[config.mk]
export PLATFORM = sky130hd
export DESIGN_NAME = ssp_irq_unit
export DESIGN_NICKNAME = d
export VERILOG_FILES = /design/src/rtl/ssp_irq_pkg.sv /design/src/rtl/ssp_bit_divider.sv /design/src/rtl/ssp_rx_timeout_fsm.sv /design/src/rtl/ssp_irq_regs.sv /design/src/rtl/ssp_irq_unit.sv
export SDC_FILE = /design/constraint.sdc
export NUM_CORES = 1
export LEC_CHECK = 0
export ABC_AREA = 1
export BUFFER_PORTS_ARGS = -buffer_cell sky130_fd_sc_hd__buf_2
export CORE_ASPECT_RATIO = 1.25
export CORE_MARGIN = 2
export CORE_UTILIZATION = 49
export CTS_BUF_LIST = sky130_fd_sc_hd__clkbuf_8 sky130_fd_sc_hd__clkbuf_16
export CTS_CLUSTER_DIAMETER = 120
export CTS_CLUSTER_SIZE = 28
export DETAILED_ROUTE_END_ITERATION = 10
export MAX_ROUTING_LAYER = met4
export PLACE_DENSITY = 0.74
export SETUP_SLACK_MARGIN = 0.1
export SYNTH_ARGS = -nofsm -noshare
export SYNTH_HDL_FRONTEND = slang
export SYNTH_SLANG_ARGS = --single-unit
[constraint.sdc]
create_clock -name clk -period 4.05 [get_ports clk]
set_input_delay 0.81 -clock clk [delete_from_list [all_inputs] [get_ports clk]]
set_output_delay 0.81 -clock clk [all_outputs]
set_load 0.1 [all_outputs]
[src/rtl/ssp_irq_pkg.sv]
package ssp_irq_pkg;

    typedef enum logic [1:0] {
        TO_IDLE  = 2'd0,
        TO_COUNT = 2'd1,
        TO_FIRED = 2'd2
    } to_state_e;

    localparam logic [2:0] ADDR_PRESCALE = 3'd0;
    localparam logic [2:0] ADDR_ENABLE   = 3'd1;
    localparam logic [2:0] ADDR_RAW      = 3'd2;
    localparam logic [2:0] ADDR_MASKED   = 3'd3;
    localparam logic [2:0] ADDR_CLEAR    = 3'd4;

    localparam int BIT_OVR = 0;
    localparam int BIT_TO  = 1;
    localparam int BIT_RX  = 2;
    localparam int BIT_TX  = 3;
    localparam int NUM_COND = 4;

endpackage

[src/rtl/ssp_bit_divider.sv]
module ssp_bit_divider #(
    parameter int PRE_W  = 8,
    parameter int RATE_W = 8
) (
    input  logic              clk,
    input  logic              rst_n,
    input  logic              clr,
    input  logic [PRE_W-1:0]  divisor,
    input  logic [RATE_W-1:0] rate,
    output logic              bit_tick
);

    logic [PRE_W-1:0]  pre_cnt;
    logic [RATE_W-1:0] rate_cnt;
    logic              pre_last;

    assign pre_last = (pre_cnt == divisor - PRE_W'(1));
    assign bit_tick = !clr && pre_last && (rate_cnt == rate);

    always_ff @(posedge clk) begin
        if (!rst_n || clr) begin
            pre_cnt  <= '0;
            rate_cnt <= '0;
        end else if (pre_last) begin
            pre_cnt  <= '0;
            rate_cnt <= (rate_cnt == rate) ? '0 : rate_cnt + RATE_W'(1);
        end else begin
            pre_cnt  <= pre_cnt + PRE_W'(1);
        end
    end

endmodule

[src/rtl/ssp_rx_timeout_fsm.sv]
module ssp_rx_timeout_fsm
    import ssp_irq_pkg::*;
#(
    parameter int TO_BITS = 32
) (
    input  logic clk,
    input  logic rst_n,
    input  logic rx_nonempty,
    input  logic restart,
    input  logic div_ok,
    input  logic bit_tick,
    input  logic clr_flag,
    output logic div_clr,
    output logic timeout
);

    localparam int CNT_W = (TO_BITS > 1) ? $clog2(TO_BITS) : 1;
    localparam logic [CNT_W-1:0] CNT_LAST = CNT_W'(TO_BITS - 1);

    to_state_e        state, state_nx;
    logic [CNT_W-1:0] tick_cnt;

    always_ff @(posedge clk) begin
        if (!rst_n) state <= TO_IDLE;
        else        state <= state_nx;
    end

    always_comb begin
        state_nx = state;
        unique case (state)
            TO_IDLE:  if (rx_nonempty) state_nx = TO_COUNT;
            TO_COUNT: begin
                if (!rx_nonempty)
                    state_nx = TO_IDLE;
                else if (!restart && bit_tick && tick_cnt == CNT_LAST)
                    state_nx = TO_FIRED;
            end
            TO_FIRED: if (clr_flag) state_nx = rx_nonempty ? TO_COUNT : TO_IDLE;
            default:  state_nx = TO_IDLE;
        endcase
    end

    always_comb begin
        div_clr = (state != TO_COUNT) || restart || !div_ok;
        timeout = (state == TO_FIRED);
    end

    always_ff @(posedge clk) begin
        if (!rst_n || div_clr)
            tick_cnt <= '0;
        else if (bit_tick)
            tick_cnt <= (tick_cnt == CNT_LAST) ? '0 : tick_cnt + CNT_W'(1);
    end

endmodule

[src/rtl/ssp_irq_regs.sv]
module ssp_irq_regs
    import ssp_irq_pkg::*;
#(
    parameter int DEPTH = 8,
    parameter int LVL_W = 4
) (
    input  logic                clk,
    input  logic                rst_n,
    input  logic                reg_wr,
    input  logic [2:0]          reg_addr,
    input  logic [7:0]          reg_wdata,
    output logic [7:0]          reg_rdata,
    input  logic [LVL_W-1:0]    rx_level,
    input  logic                rx_full,
    input  logic [LVL_W-1:0]    tx_level,
    input  logic                frame_done,
    input  logic                timeout_flag,
    output logic [7:0]          prescale,
    output logic                clr_timeout,
    output logic [NUM_COND-1:0] enable,
    output logic [NUM_COND-1:0] raw,
    output logic                irq
);

    localparam logic [LVL_W-1:0] HALF = LVL_W'(DEPTH / 2);

    logic       ovr_q;
    logic       wr_clear;
    logic [NUM_COND-1:0] masked;

    assign wr_clear    = reg_wr && (reg_addr == ADDR_CLEAR);
    assign clr_timeout = wr_clear && reg_wdata[BIT_TO];

    always_ff @(posedge clk) begin
        if (!rst_n) begin
            prescale <= '0;
            enable   <= '0;
            ovr_q    <= 1'b0;
        end else begin
            if (reg_wr && reg_addr == ADDR_PRESCALE)
                prescale <= {reg_wdata[7:1], 1'b0};
            if (reg_wr && reg_addr == ADDR_ENABLE)
                enable <= reg_wdata[NUM_COND-1:0];
            if (frame_done && rx_full)
                ovr_q <= 1'b1;
            else if (wr_clear && reg_wdata[BIT_OVR])
                ovr_q <= 1'b0;
        end
    end

    always_comb begin
        raw          = '0;
        raw[BIT_OVR] = ovr_q;
        raw[BIT_TO]  = timeout_flag;
        raw[BIT_RX]  = (rx_level >= HALF);
        raw[BIT_TX]  = (tx_level <= HALF);
        masked       = raw & enable;
        irq          = |masked;
    end

    always_comb begin
        case (reg_addr)
            ADDR_PRESCALE: reg_rdata = prescale;
            ADDR_ENABLE:   reg_rdata = {4'b0, enable};
            ADDR_RAW:      reg_rdata = {4'b0, raw};
            ADDR_MASKED:   reg_rdata = {4'b0, masked};
            default:       reg_rdata = 8'h00;
        endcase
    end

endmodule

[src/rtl/ssp_irq_unit.sv]
module ssp_irq_unit
    import ssp_irq_pkg::*;
#(
    parameter int DEPTH   = 8,
    parameter int TO_BITS = 32,
    localparam int LVL_W  = $clog2(DEPTH + 1)
) (
    input  logic             clk,
    input  logic             rst_n,
    input  logic             reg_wr,
    input  logic [2:0]       reg_addr,
    input  logic [7:0]       reg_wdata,
    output logic [7:0]       reg_rdata,
    input  logic [7:0]       serial_rate,
    input  logic [LVL_W-1:0] rx_level,
    input  logic             rx_full,
    input  logic [LVL_W-1:0] tx_level,
    input  logic             frame_done,
    input  logic             rx_read,
    output logic             irq
);

    logic [7:0]          prescale_q;
    logic [NUM_COND-1:0] enable_q;
    logic [NUM_COND-1:0] raw_q;
    logic                clr_timeout;
    logic                div_clr;
    logic                bit_tick;
    logic                timeout_flag;

    ssp_irq_regs #(.DEPTH(DEPTH), .LVL_W(LVL_W)) u_regs (
        .clk          (clk),
        .rst_n        (rst_n),
        .reg_wr       (reg_wr),
        .reg_addr     (reg_addr),
        .reg_wdata    (reg_wdata),
        .reg_rdata    (reg_rdata),
        .rx_level     (rx_level),
        .rx_full      (rx_full),
        .tx_level     (tx_level),
        .frame_done   (frame_done),
        .timeout_flag (timeout_flag),
        .prescale     (prescale_q),
        .clr_timeout  (clr_timeout),
        .enable       (enable_q),
        .raw          (raw_q),
        .irq          (irq)
    );

    ssp_bit_divider #(.PRE_W(8), .RATE_W(8)) u_div (
        .clk      (clk),
        .rst_n    (rst_n),
        .clr      (div_clr),
        .divisor  (prescale_q),
        .rate     (serial_rate),
        .bit_tick (bit_tick)
    );

    ssp_rx_timeout_fsm #(.TO_BITS(TO_BITS)) u_tmo (
        .clk         (clk),
        .rst_n       (rst_n),
        .rx_nonempty (rx_level != '0),
        .restart     (rx_read || frame_done),
        .div_ok      (prescale_q != 8'h00),
        .bit_tick    (bit_tick),
        .clr_flag    (clr_timeout),
        .div_clr     (div_clr),
        .timeout     (timeout_flag)
    );

endmodule

---- Word level (Yosys, flattened, before mapping) ----
Cells that the tools add are included.
cells by class
  add/sub/neg operators ................... 4
  order comparisons ....................... 2
  eq/ne operators ......................... 13
  multiplexer cells ....................... 11
  bitwise gates (word level) .............. 1
  reduce and logical (&&, ||, !) cells .... 26
operators by type and width
  kind                 number
  $pmux 8 s4           1
  $add 8x1->8 const B  2
  $eq 8x8->1           2
  $logic_and 1x1->1    10
  $mux 2               4
  $mux 8               1
  $reduce_bool 8->1    1
  $sub 8x1->8 const B  1
  $eq 3x2->1 const B   2
  $pmux 2 s3           1
  $add 5x1->5 const B  1
  $eq 5x5->1 const B   1
  $mux 5               1
  $and 4x4->4          1
  $ge 4x3->1 const B   1
  $le 4x3->1 const B   1
  $logic_not 1->1      4
  $logic_or 1x1->1     4
  $ne 2x1->1 const B   2
  $reduce_bool 4->1    1
  $reduce_or 4->1      1
  $eq 3x1->1 const B   1
  $eq 3x3->1 const B   1
  $logic_not 3->1      1
  other kinds (9)      11
word-level totals
  register bits after elaboration ......... 35
  output and inout port bits .............. 9
  word-level logic and storage cells ...... 64

---- Depth between registers and ports, before layout ----
Gate-level depths: netlist (run 1).
  depth after elaboration ................. 11
  depth in mapped cells ................... 14
  depth with buffers taken out ............ 14

---- Cells and area by module ----
Synthesis (run 1) repeated with hierarchy kept, for this count alone.
second synthesis, totals
  cells, all modules ...................... 438
  area, all modules ....................... 2626.3 um^2
by module, submodules not included
  module              instances  cells an instance  area each (um^2)  sequential area each (um^2)
  ssp_bit_divider     1          231                1362.6            320.3
  ssp_irq_regs        1          131                794.5             240.2
  ssp_rx_timeout_fsm  1          57                 395.4             140.1
  ssp_irq_unit        1          19                 73.8              0.0

---- Worst setup path before layout (run 1) ----
No wires, ideal clock.
  path type ............................... input port to output port
  from .................................... input reg_addr[1]
  to ...................................... output reg_rdata[2]
  data arrival time ....................... 3.235 ns
  required time ........................... 3.240 ns
  slack ................................... 0.005 ns
  stages on the path ...................... 3
  path buffers ............................ 0
  cell sequence ........................... nor2_1 -> nand2_1 -> o21ai_0
on the way
  longest elaborated chain between the ends .. 2
  elaborated cells between the ends (all ways) .. 5
  those cells by class .................... 3 x eq/ne; 1 x mux; 1 x reduce/logical
RTL lines
  what                                      line                source
  start: declaration                        ssp_irq_unit.sv:11  input logic [2:0] reg_addr,
  $eq 3x2->1, or another cell as far along  ssp_irq_regs.sv:62  case (reg_addr)
  $pmux 8 s4 *                              ssp_irq_regs.sv:62
  end: declaration                          ssp_irq_unit.sv:13  output logic [7:0] reg_rdata,
Mark *: on every way between the ends. The rest lies on a longest branch, timed or not.

---- Worst setup path after layout (run 1) ----
  from .................................... input reg_addr[0]
  to ...................................... output reg_rdata[3]
Same word-level chain as after synthesis.

==> run summary, run 1 <==
Run status: finished, final reports clean
Async SR Flop Fraction: 0
Detail-routed net length per standard cell: 10.8 um
Core area: 4360 sq um
P per Cell Area: 287 nW/um^2
Crit path capture type: output pin
RR Startpoint: u_regs.prescale[1]$_SDFFE_PN0P_
Final Hold Viols: 0
Clk Latency, worst-skew pair: 0.29 ns
1st-iter DRT viols: 93
Number of diodes: 0
Total number of vias: 2,103
Yosys warnings: 0
Fmax: 339 MHz
Cell area after placement: 2450 sq um
CTS tree: done
Setup Buffers After CTS: 0
Die area: 5030 sq um
Hold Buf Count CTS: 0
Total gr overflow: 0
Reg2reg end: u_tmo.tick_cnt[4]$_SDFFE_PP0N_
Critical Path Start Type: input port
Total of max-cap violations: 0
Row Count: 27
Die extent in y: 78.8 um
CTS H-tree depth: 2
Syn_nets: 355
Vias in the first global route: 1,964
Synth Instances: 316
First-pass GRT wire length: 8230 um
Fill cells: 421
Critical-path maximum fanout: 5
Seq/Total Area, Yosys: 0.319
GP Congestion: 0.812
Seq cells post-synth: 35
Num Clock Sinks: 35
Final period utilization: 0.728
Area delta synth->final: 16.4%
Req. time, crit path: 3.24 ns
Largest cells by area after synthesis: dfxtp_1, nand2_1, a21oi_1
WHS: 0.475 ns
Clock root cell: clkbuf_8
Synthesized cell area: 2190 sq um
Vias per std cell: 5.01
Arrival @ worst endpoint: 2.14 ns
CTS-repair resized insts: 0
Synth Flop Type: dfxtp_1
Yosys top cell area share: 0.319
CTS Buf Count: 5
Placed wire-length estimate: 3580 um
Antenna violations before repair: 0
Clk slew on worst S/H paths: 0.07 ns
Clock buffer depth: 2
Share of layout cells above drive strength 1: 0.218
Worst slew margin: 0.667
I/O Buffers: 41
Initial DRT Pass Iterations: 4
Final setup viols: 0
Io pins: 42
Area leader, netlist: dfxtp_1
Hold endpoint: u_div.pre_cnt[0]$_SDFF_PP0_
P_leak: 1.12 nW
Routed wire length: 4530 um
Setup TNS: 0 ns
R2R Setup Slk: 2.03 ns
Post-synth EDFFs: 0
Worst reg2reg path depth: 12
GRT Resource Usage Total: 0.207
Largest net degree at the start of global routing: 15
Drt drc: 0
Unique masters post-synth: 36
Post-route cell area: 2550 sq um
Final Net Count: 400
Min-delay worst type: reg -> reg
RSZ-0062 raised after global routing: false
Initial core utilization: 0.504
Shortest period the worst path allows: 2.95 ns
Slew @ Worst Pin: 0.495 ns
Syn Area/Cell: 6.94 sq um
Maximum VDD drop: 0.000154 V
WS Path Type: in -> out
Max Clock Skew: 0.00696 ns
Hold Crit Depth: 1
Max Slew Vio Count: 0
Die W: 63.9 um
Hold path start: u_div.pre_cnt[0]$_SDFF_PP0_
DRT antenna net count: 0
-- how the worst max path moves through the flow --
stage,startpoint,to,slack [ns],cells after the start
CTS,reg_addr[0],reg_rdata[3],1.11,6
floorplan,reg_addr[0],reg_rdata[3],0.46,4
global placement,reg_addr[0],reg_rdata[3],1.15,6
global route,reg_addr[0],reg_rdata[3],0.95,6
detailed placement,reg_addr[0],reg_rdata[3],1.12,6
finish,reg_addr[0],reg_rdata[3],1.10,6
-- cell families after synthesis --
| group | synth area share |
|---|---|
| AO/OA/AOI/OAI | 0.136 |
| flip-flops | 0.319 |
| adder cells (fa/ha/maj) | 0.0342 |
| buffers and inverters | 0.0753 |
| XOR/XNOR | 0.0678 |
| AND/OR/NAND/NOR | 0.367 |
-- final cells by class --
class,instances,area (sq um),share of cell area
timing repair buffer,41,205,0.0804
clock buffer,7,96.3,0.0377
multi-input combinational,239,1330,0.520
clock inverter,1,3.75,0.00147
inverter,39,146,0.0573
tap,58,72.6,0.0284
sequential,35,701,0.274
-- Yosys cell counts, types with 5 or more instances --
cell	count
o21ai_1	6
nand3_1	17
inv_1	35
a21oi_1	27
o21ai_0	14
nor3_1	8
nand4_1	9
nor2_1	29
nor2_2	5
dfxtp_1	35
nand2_2	5
xor2_1	13
nand2_1	70
ha_1	6
-- report_power, final --
part | leakage [nW] | internal [mW] | switching (mW)
sequential | 0.283 | 0.350 | 0.00563
combinational | 0.779 | 0.0355 | 0.0666
clock | 0.0557 | 0.153 | 0.124
-- per-layer routing --
metal	vias to the layer above	part of all wire	GRT usage	routed length, um
met5	-	0	-	0
met4	0	0.015	0.0761	69
met3	6	0.044	0.0382	197
met2	50	0.48	0.360	2190
met1	920	0.46	0.235	2070
li1	1127	-	-	-
-- cell usage in the layout (no fill, tap or decap), types with 2 or more instances in the layout --
cell | synthesis | layout
buf_2 | 0 | 41
nor3_1 | 8 | 8
xor2_1 | 13 | 13
o21ai_0 | 14 | 13
nor3b_2 | 2 | 2
nand3_1 | 17 | 17
nor2_1 | 29 | 29
nand3_2 | 2 | 2
dfxtp_1 | 35 | 35
inv_2 | 4 | 4
inv_1 | 35 | 36
or2_2 | 2 | 2
nand2_4 | 3 | 3
nand2_1 | 70 | 70
ha_1 | 6 | 6
nand2_2 | 5 | 5
a21oi_1 | 27 | 27
xnor2_1 | 4 | 4
nor2_4 | 3 | 3
o22ai_1 | 2 | 2
o21ai_1 | 6 | 7
clkbuf_8 | 0 | 7
nor2_2 | 5 | 5
nand4_1 | 9 | 9
-- flip-flops by register name (all words and copies together), names as in the netlist --
| register | cells |
|---|---|
| u_tmo.tick_cnt | 5 |
| u_regs.prescale | 7 |
| u_regs.ovr_q | 1 |
| u_div.rate_cnt | 8 |
| u_tmo.state | 2 |
| u_div.pre_cnt | 8 |
| u_regs.enable | 4 |
-- worst max-delay path, cell delays in order --
cell and delay (ns):
buf_2 0.10, inv_1 0.07, nor3_1 0.40, inv_1 0.12, o221ai_1 0.18, buf_2 0.45
-- through the flow --
stage	power [mW]	setup WS [ns]	util	std cells
4_1_cts	0.739	1.11	0.586	420
6_report	0.734	1.10	0.586	420
3_5_place_dp	0.465	1.12	0.563	412
5_1_grt	0.769	0.949	0.586	420
2_1_floorplan	0.434	0.464	-	316
3_3_place_gp	0.464	1.15	0.563	412
Note: power is estimated with default switching activity, not from simulation.
==> inputs of run 2 (changes only) <==
ABC_AREA = 0   (was 1)
PLACE_DENSITY = 0.78   (was 0.74)
clock period = 2.5 ns   (was 4.05 ns; I/O delays follow)
==> run 2 against run 1 <==
Against the previous run:
- sequential power is 60% higher
- critical path depth unchanged
- largest cell class unchanged
- largest power group unchanged
- wire length is 0.95% higher
- critical endpoint is now u_tmo.tick_cnt[2]$_SDFFE_PP0N_
- first-iteration DRC count increased by 1.1%
==> run summary, run 2 <==
Share of layout cells above drive strength 1: 0.286 (+0.0675)
Clock buffer depth: 2 (unchanged)
P_leak: 0.963 nW (-14%)
Routed wire length: 4570 um (+0.95%)
Antenna violations before repair: 0 (unchanged)
Max Clock Skew: 0.00776 ns (+0.000804 ns)
Max Slew Vio Count: 0 (unchanged)
Initial core utilization: 0.519 (+0.0154)
Syn Area/Cell: 8.02 sq um (+15%)
Seq/Total Area, Yosys: 0.351 (+0.0316)
WS Path Type: reg -> reg
Hold Buf Count CTS: 0 (unchanged)
Yosys top cell area share: 0.351 (+0.0316)
Met2 WL: 2400 um (+9.6%)
Final instance count without filler cells: 355 (-15%)
Highest-count cells in the layout ignoring fill and taps: buf_2, dfxtp_1, nand2_1
Die extent in y: 75.4 um (-4.4%)
Synthesized cell area: 2000 sq um (-9.0%)
Yosys warnings: 0 (unchanged)
Unique masters post-synth: 43 (+19%)
CTS tree: done
Run status: finished, final reports clean
Core area: 3850 sq um (-12%)
Critical-path maximum fanout: 7 (+2)
Synth top cells by count: dfxtp_1, nand2_1, nor2_1
GRT Resource Usage Total: 0.222 (+0.0145)
Die area: 4610 sq um (-8.5%)
Critical Path Start Type: flip-flop
Seq cells post-synth: 35 (unchanged)
Cell area after placement: 2430 sq um (-0.97%)
Vias in the first global route: 1,803 (-8.2%)
Total gr overflow: 0 (unchanged)
P per Cell Area: 421 nW/um^2 (+47%)
Placed wire-length estimate: 3340 um (-6.8%)
Area delta synth->final: 31.6%
Maximum VDD drop: 0.000356 V (+130%)
First-pass GRT wire length: 7510 um (-8.7%)
Io pins: 42 (unchanged)
Die W: 61.1 um (-4.3%)
Top-count cell post-synth: dfxtp_1
Clock root cell: clkbuf_8
Row Count: 25 (-7.4%)
I/O Buffers: 41 (unchanged)
Final setup viols: 0 (unchanged)
Min-delay worst type: in -> reg
Largest net degree at the start of global routing: 18 (+3)
WL met1: 1910 um (-7.6%)
Initial DRT Pass Iterations: 4 (unchanged)
Final period utilization: 0.958
Area leader, netlist: dfxtp_1
Vias per std cell: 5.34 (+6.7%)
1st-iter DRT viols: 94 (+1.1%)
Req. time, crit path: 2.73 ns (-0.51 ns)
Total number of vias: 1,897 (-9.8%)
Num Clock Sinks: 35 (unchanged)
Met3 wire len: 154 um (-22%)
CTS Buf Count: 5 (unchanged)
Clk Latency, worst-skew pair: 0.29 ns (about the same)
DRT antenna net count: 0 (unchanged)
Post-synth EDFFs: 0 (unchanged)
Total of max-cap violations: 0 (unchanged)
Detail-routed net length per standard cell: 12.9 um (+19%)
Clk slew on worst S/H paths: 0.07 ns (about the same)
RSZ-0062 raised after global routing: true
Arrival @ worst endpoint: 2.62 ns (+0.48 ns)
Syn_nets: 288 (-19%)
Shortest period the worst path allows: 2.40 ns
Final Net Count: 339 (-15%)
GP Congestion: 0.852 (+5.0%)
Async SR Flop Fraction: 0 (unchanged)
Post-route cell area: 2630 sq um (+2.9%)
Drt drc: 0 (unchanged)
Synth Instances: 249 (-21%)
Final Core Density: 0.683 (+0.0969)
Crit path capture type: flip-flop
Final Hold Viols: 0 (unchanged)
CTS H-tree depth: 2 (unchanged)
Slew @ Worst Pin: 0.486 ns (-0.00896 ns)
WHS: 0.460 ns (-0.0149 ns)
Leading cell type in the layout, fill and taps excluded: buf_2
Setup TNS: 0 ns (unchanged)
Largest cells by area after synthesis: dfxtp_1, xnor2_1, nand2_1
Synth Flop Type: dfxtp_1
Number of diodes: 0 (unchanged)
Biggest regs: u_div.pre_cnt (8), u_div.rate_cnt (8), u_regs.prescale (7)
Fmax: 417 MHz
Max layer used: met4
Fill cells: 317 (-25%)
Worst slew margin: 0.678 (+0.0107)
Placed instance count: 343 (-17%)
-- run 2: logic make-up (layout without fill, tap and decap cells) --
| family | after synthesis | count (layout) | synth area share |
|---|---|---|---|
| AND/OR/NAND/NOR | 111 | 111 | 0.291 |
| AO/OA/AOI/OAI | 48 | 48 | 0.158 |
| flip-flops | 35 | 35 | 0.351 |
| XOR/XNOR | 24 | 24 | 0.105 |
| buffers and inverters | 22 | 74 | 0.0420 |
| adder cells (fa/ha/maj) | 6 | 6 | 0.0376 |
| multiplexers | 3 | 3 | 0.0150 |
-- run 2: cell type report --
cell class	count	area [sq um]	area share
clock inverter	3	12.5	0.00476
timing repair buffer	54	367	0.140
tap	54	67.6	0.0257
clock buffer	5	68.8	0.0262
multi-input combinational	192	1360	0.517
sequential	35	709	0.270
inverter	12	45.0	0.0171
-- run 2: routing by layer --
| layer | vias up | track usage |
|---|---|---|
| li1 | 969 | - |
| met3 | 11 | 0.0492 |
| met5 | - | - |
| met4 | 0 | 0.0918 |
| met1 | 879 | 0.247 |
| met2 | 38 | 0.377 |
-- run 2: metrics by stage --
step                setup slack, ns  power [mW]
finish                        0.104        1.11
global route                 0.0557        1.15
CTS                           0.109        1.11
detailed placement            0.126       0.724
global placement              0.194       0.721
floorplan                    -0.182       0.678
-- run 2: what timing repair did --
action / CTS / global route
setup endpoints to repair: 3 / 3
pin swaps: 0 / 5
setup buffers: 0 / 4
resized for setup: 2 / 18
-- run 2: worst max-delay path: stages, from the launching register on --
cell and delay [ns]:
dfxtp_4 0.37, or4_4 0.55, nor2_4 0.12, xnor2_2 0.08, or4b_4 0.57, or4b_4 0.50
a21oi_2 0.14
-- run 2: worst paths after layout --
kind,cells past startpoint,to,from,slack [ns]
max,6,u_tmo.tick_cnt[2]$_SDFFE_PP0N_,u_regs.prescale[4]$_SDFFE_PN0P_,0.10
max reg2reg,6,u_tmo.tick_cnt[2]$_SDFFE_PP0N_,u_regs.prescale[4]$_SDFFE_PN0P_,0.10
min,3,u_regs.prescale[4]$_SDFFE_PN0P_,reg_wdata[4],0.46
min reg2reg,2,u_tmo.tick_cnt[4]$_SDFFE_PP0N_,u_tmo.tick_cnt[4]$_SDFFE_PP0N_,0.48
-- run 2: report_power, final --
| group | internal [mW] | switching, mW | total (mW) |
|---|---|---|---|
| clock | 0.187 | 0.197 | 0.384 |
| combinational | 0.0637 | 0.0901 | 0.154 |
| sequential | 0.562 | 0.00634 | 0.568 |
==> inputs of run 3 (changes only) <==
BUFFER_PORTS_ARGS = not set   (was -buffer_cell sky130_fd_sc_hd__buf_2)
DONT_BUFFER_PORTS = 1   (was not set)
PLACE_DENSITY = 0.68   (was 0.78)
==> run 3 against run 2 <==
Against the previous run:
- cell area shrank 10%
- first-iteration DRC count up 2.1%
- non-clock buffer count decreased by 36
- via count shrank 10%
- worst hold slack got worse by 0.12 ns
- cell count fell by 10%
- sequential power about the same
- sequential cell count is the same
==> run summary, run 3 (synthesized netlist as in run 2, its figures left out) <==
Run status: finished, final reports clean
Clock buffer depth: 2 (unchanged)
WS Path Type: reg -> reg
Core area: 3850 sq um (unchanged)
Largest net degree at the start of global routing: 18 (unchanged)
Max Slew Vio Count: 0 (unchanged)
P_leak: 0.795 nW (-17%)
Number of diodes: 0 (unchanged)
Io pins: 42 (unchanged)
Die W: 61.1 um (unchanged)
Antenna violations before repair: 0 (unchanged)
Initial DRT Pass Iterations: 4 (unchanged)
Detail-routed net length per standard cell: 12.7 um (-0.95%)
Shortest period the worst path allows: 2.32 ns (-0.0758 ns)
Arrival @ worst endpoint: 2.54 ns (-0.08 ns)
Clk slew on worst S/H paths: 0.07 ns (about the same)
Crit path capture type: flip-flop
R2R Setup Slk: 0.18 ns (+0.08 ns)
Vias per std cell: 5.36 (+0.34%)
Row Count: 25 (unchanged)
Placed wire-length estimate: 3100 um (-7.0%)
WHS: 0.344 ns (-0.116 ns)
Total of max-cap violations: 0 (unchanged)
CTS tree: done
Max incr delay on CP: 0.56 ns (about the same)
Slew @ Worst Pin: 0.668 ns (+0.181 ns)
GRT Resource Usage Total: 0.205 (-0.0163)
Final Hold Viols: 0 (unchanged)
Drt drc: 0 (unchanged)
CTS Buf Count: 5 (unchanged)
I/O Buffers: 0 (-100%)
CTS H-tree depth: 2 (unchanged)
Num Clock Sinks: 35 (unchanged)
Setup TNS: 0 ns (unchanged)
Worst reg2reg path depth: 8 (+2)
Final Power: 1.08 mW (-2.1%)
FF+latch area: 706 sq um (-0.53%)
Total gr overflow: 0 (unchanged)
Share of layout cells above drive strength 1: 0.167 (-0.119)
Reg2reg end: u_tmo.tick_cnt[3]$_SDFFE_PP0N_
GP Congestion: 0.836 (-1.9%)
Final setup viols: 0 (unchanged)
Leading cell type in the layout, fill and taps excluded: dfxtp_1
P per Cell Area: 459 nW/um^2 (+8.9%)
RSZ-0062 raised after global routing: true
Multi-input combinational cell area: 1300 sq um (-4.1%)
Crit path cell chain: inv_1 > ha_2 > and2_4 > nor4b_2 > a31oi_1 > or4b_4 > or4_4 > a21oi_2
Biggest regs: u_div.pre_cnt (8), u_div.rate_cnt (8), u_regs.prescale (7)
Initial core utilization: 0.519 (unchanged)
DRT antenna net count: 0 (unchanged)
Critical path launch point: u_regs.prescale[1]$_SDFFE_PN0P_
Total number of vias: 1,705 (-10%)
1st-iter DRT viols: 96 (+2.1%)
Die area: 4610 sq um (unchanged)
Final Net Count: 303 (-11%)
Highest-count cells in the layout ignoring fill and taps: dfxtp_1, nand2_1, nor2_1
Req. time, crit path: 2.72 ns (about the same)
Crit path to: u_tmo.tick_cnt[3]$_SDFFE_PP0N_
Max Clock Skew: 0.00668 ns (-0.00108 ns)
CP max-delay cell: or4b_4
Min-delay worst type: in -> reg
First-pass GRT wire length: 6920 um (-7.9%)
Maximum VDD drop: 0.000487 V (+37%)
Fmax: 431 MHz (+3.3%)
RR Startpoint: u_regs.prescale[1]$_SDFFE_PN0P_
Fill cells: 369 (+16%)
Routed wire length: 4050 um (-11%)
Clk Latency, worst-skew pair: 0.29 ns (about the same)
Clock root cell: clkbuf_8
Critical-path maximum fanout: 5 (-2)
Critical Path Start Type: flip-flop
Hold Crit Depth: 1 (-2)
Final period utilization: 0.928 (-0.0303)
Area delta synth->final: 18.2%
Die extent in y: 75.4 um (unchanged)
Worst slew margin: 0.549 (-0.129)
Setup Buffers After CTS: 0 (unchanged)
Vias in the first global route: 1,630 (-9.6%)
[run 3: cell type report]
| type | instances | area share |
|---|---|---|
| timing repair buffer | 18 | 0.0647 |
| sequential | 35 | 0.299 |
| clock inverter | 1 | 0.00212 |
| clock buffer | 6 | 0.0350 |
| multi-input combinational | 192 | 0.552 |
| tap | 54 | 0.0286 |
| inverter | 12 | 0.0191 |
[run 3: worst max-delay path: cells and delay by family (launching register included)]
family | cells | cell delay (ns)
AND/OR/NAND/NOR | 4 | 1.41
flip-flops | 1 | 0.36
AO/OA/AOI/OAI | 2 | 0.22
adder cells (fa/ha/maj) | 1 | 0.20
buffers and inverters | 1 | 0.07
[run 3: worst min-delay path by stage]
stage	slack, ns	startpoint	end
floorplan	0.44	u_div.pre_cnt[0]$_SDFF_PP0_	u_div.pre_cnt[0]$_SDFF_PP0_
global placement	0.47	u_tmo.tick_cnt[4]$_SDFFE_PP0N_	u_tmo.tick_cnt[4]$_SDFFE_PP0N_
detailed placement	0.48	u_tmo.tick_cnt[4]$_SDFFE_PP0N_	u_tmo.tick_cnt[4]$_SDFFE_PP0N_
CTS	0.34	rst_n	u_regs.enable[3]$_SDFFE_PN0P_
global route	0.34	reg_wdata[2]	u_regs.prescale[2]$_SDFFE_PN0P_
finish	0.34	rst_n	u_regs.enable[3]$_SDFFE_PN0P_
[run 3: where the power goes]
group          switching [mW]  internal [mW]
combinational          0.0618         0.0432
sequential            0.00572          0.563
clock                   0.193          0.216
total                   0.261          0.822
[run 3: routing by layer]
| metal | vias up | track usage | part of all wire |
|---|---|---|---|
| li1 | 894 | - | - |
| met1 | 774 | 0.250 | 0.45 |
| met2 | 30 | 0.324 | 0.49 |
| met3 | 7 | 0.0492 | 0.039 |
| met4 | 0 | 0.0821 | 0.019 |
| met5 | - | - | 0 |
[run 3: metrics by stage]
stage	area (sq um)	setup WS, ns	utilization	cells
5_1_grt	2360	0.0428	0.614	318
4_1_cts	2340	0.106	0.607	318
2_1_floorplan	2090	-0.182	-	249
3_5_place_dp	2250	0.122	0.585	311
6_report	2360	0.180	0.614	318
3_3_place_gp	2250	0.161	0.585	311
[run 3: timing repair]
action | CTS | global route
hold buffers | 0 | 0
resized for setup | 0 | 9
endpoints found under the setup margin | 0 | 19
hold endpoints to repair | 0 | 0
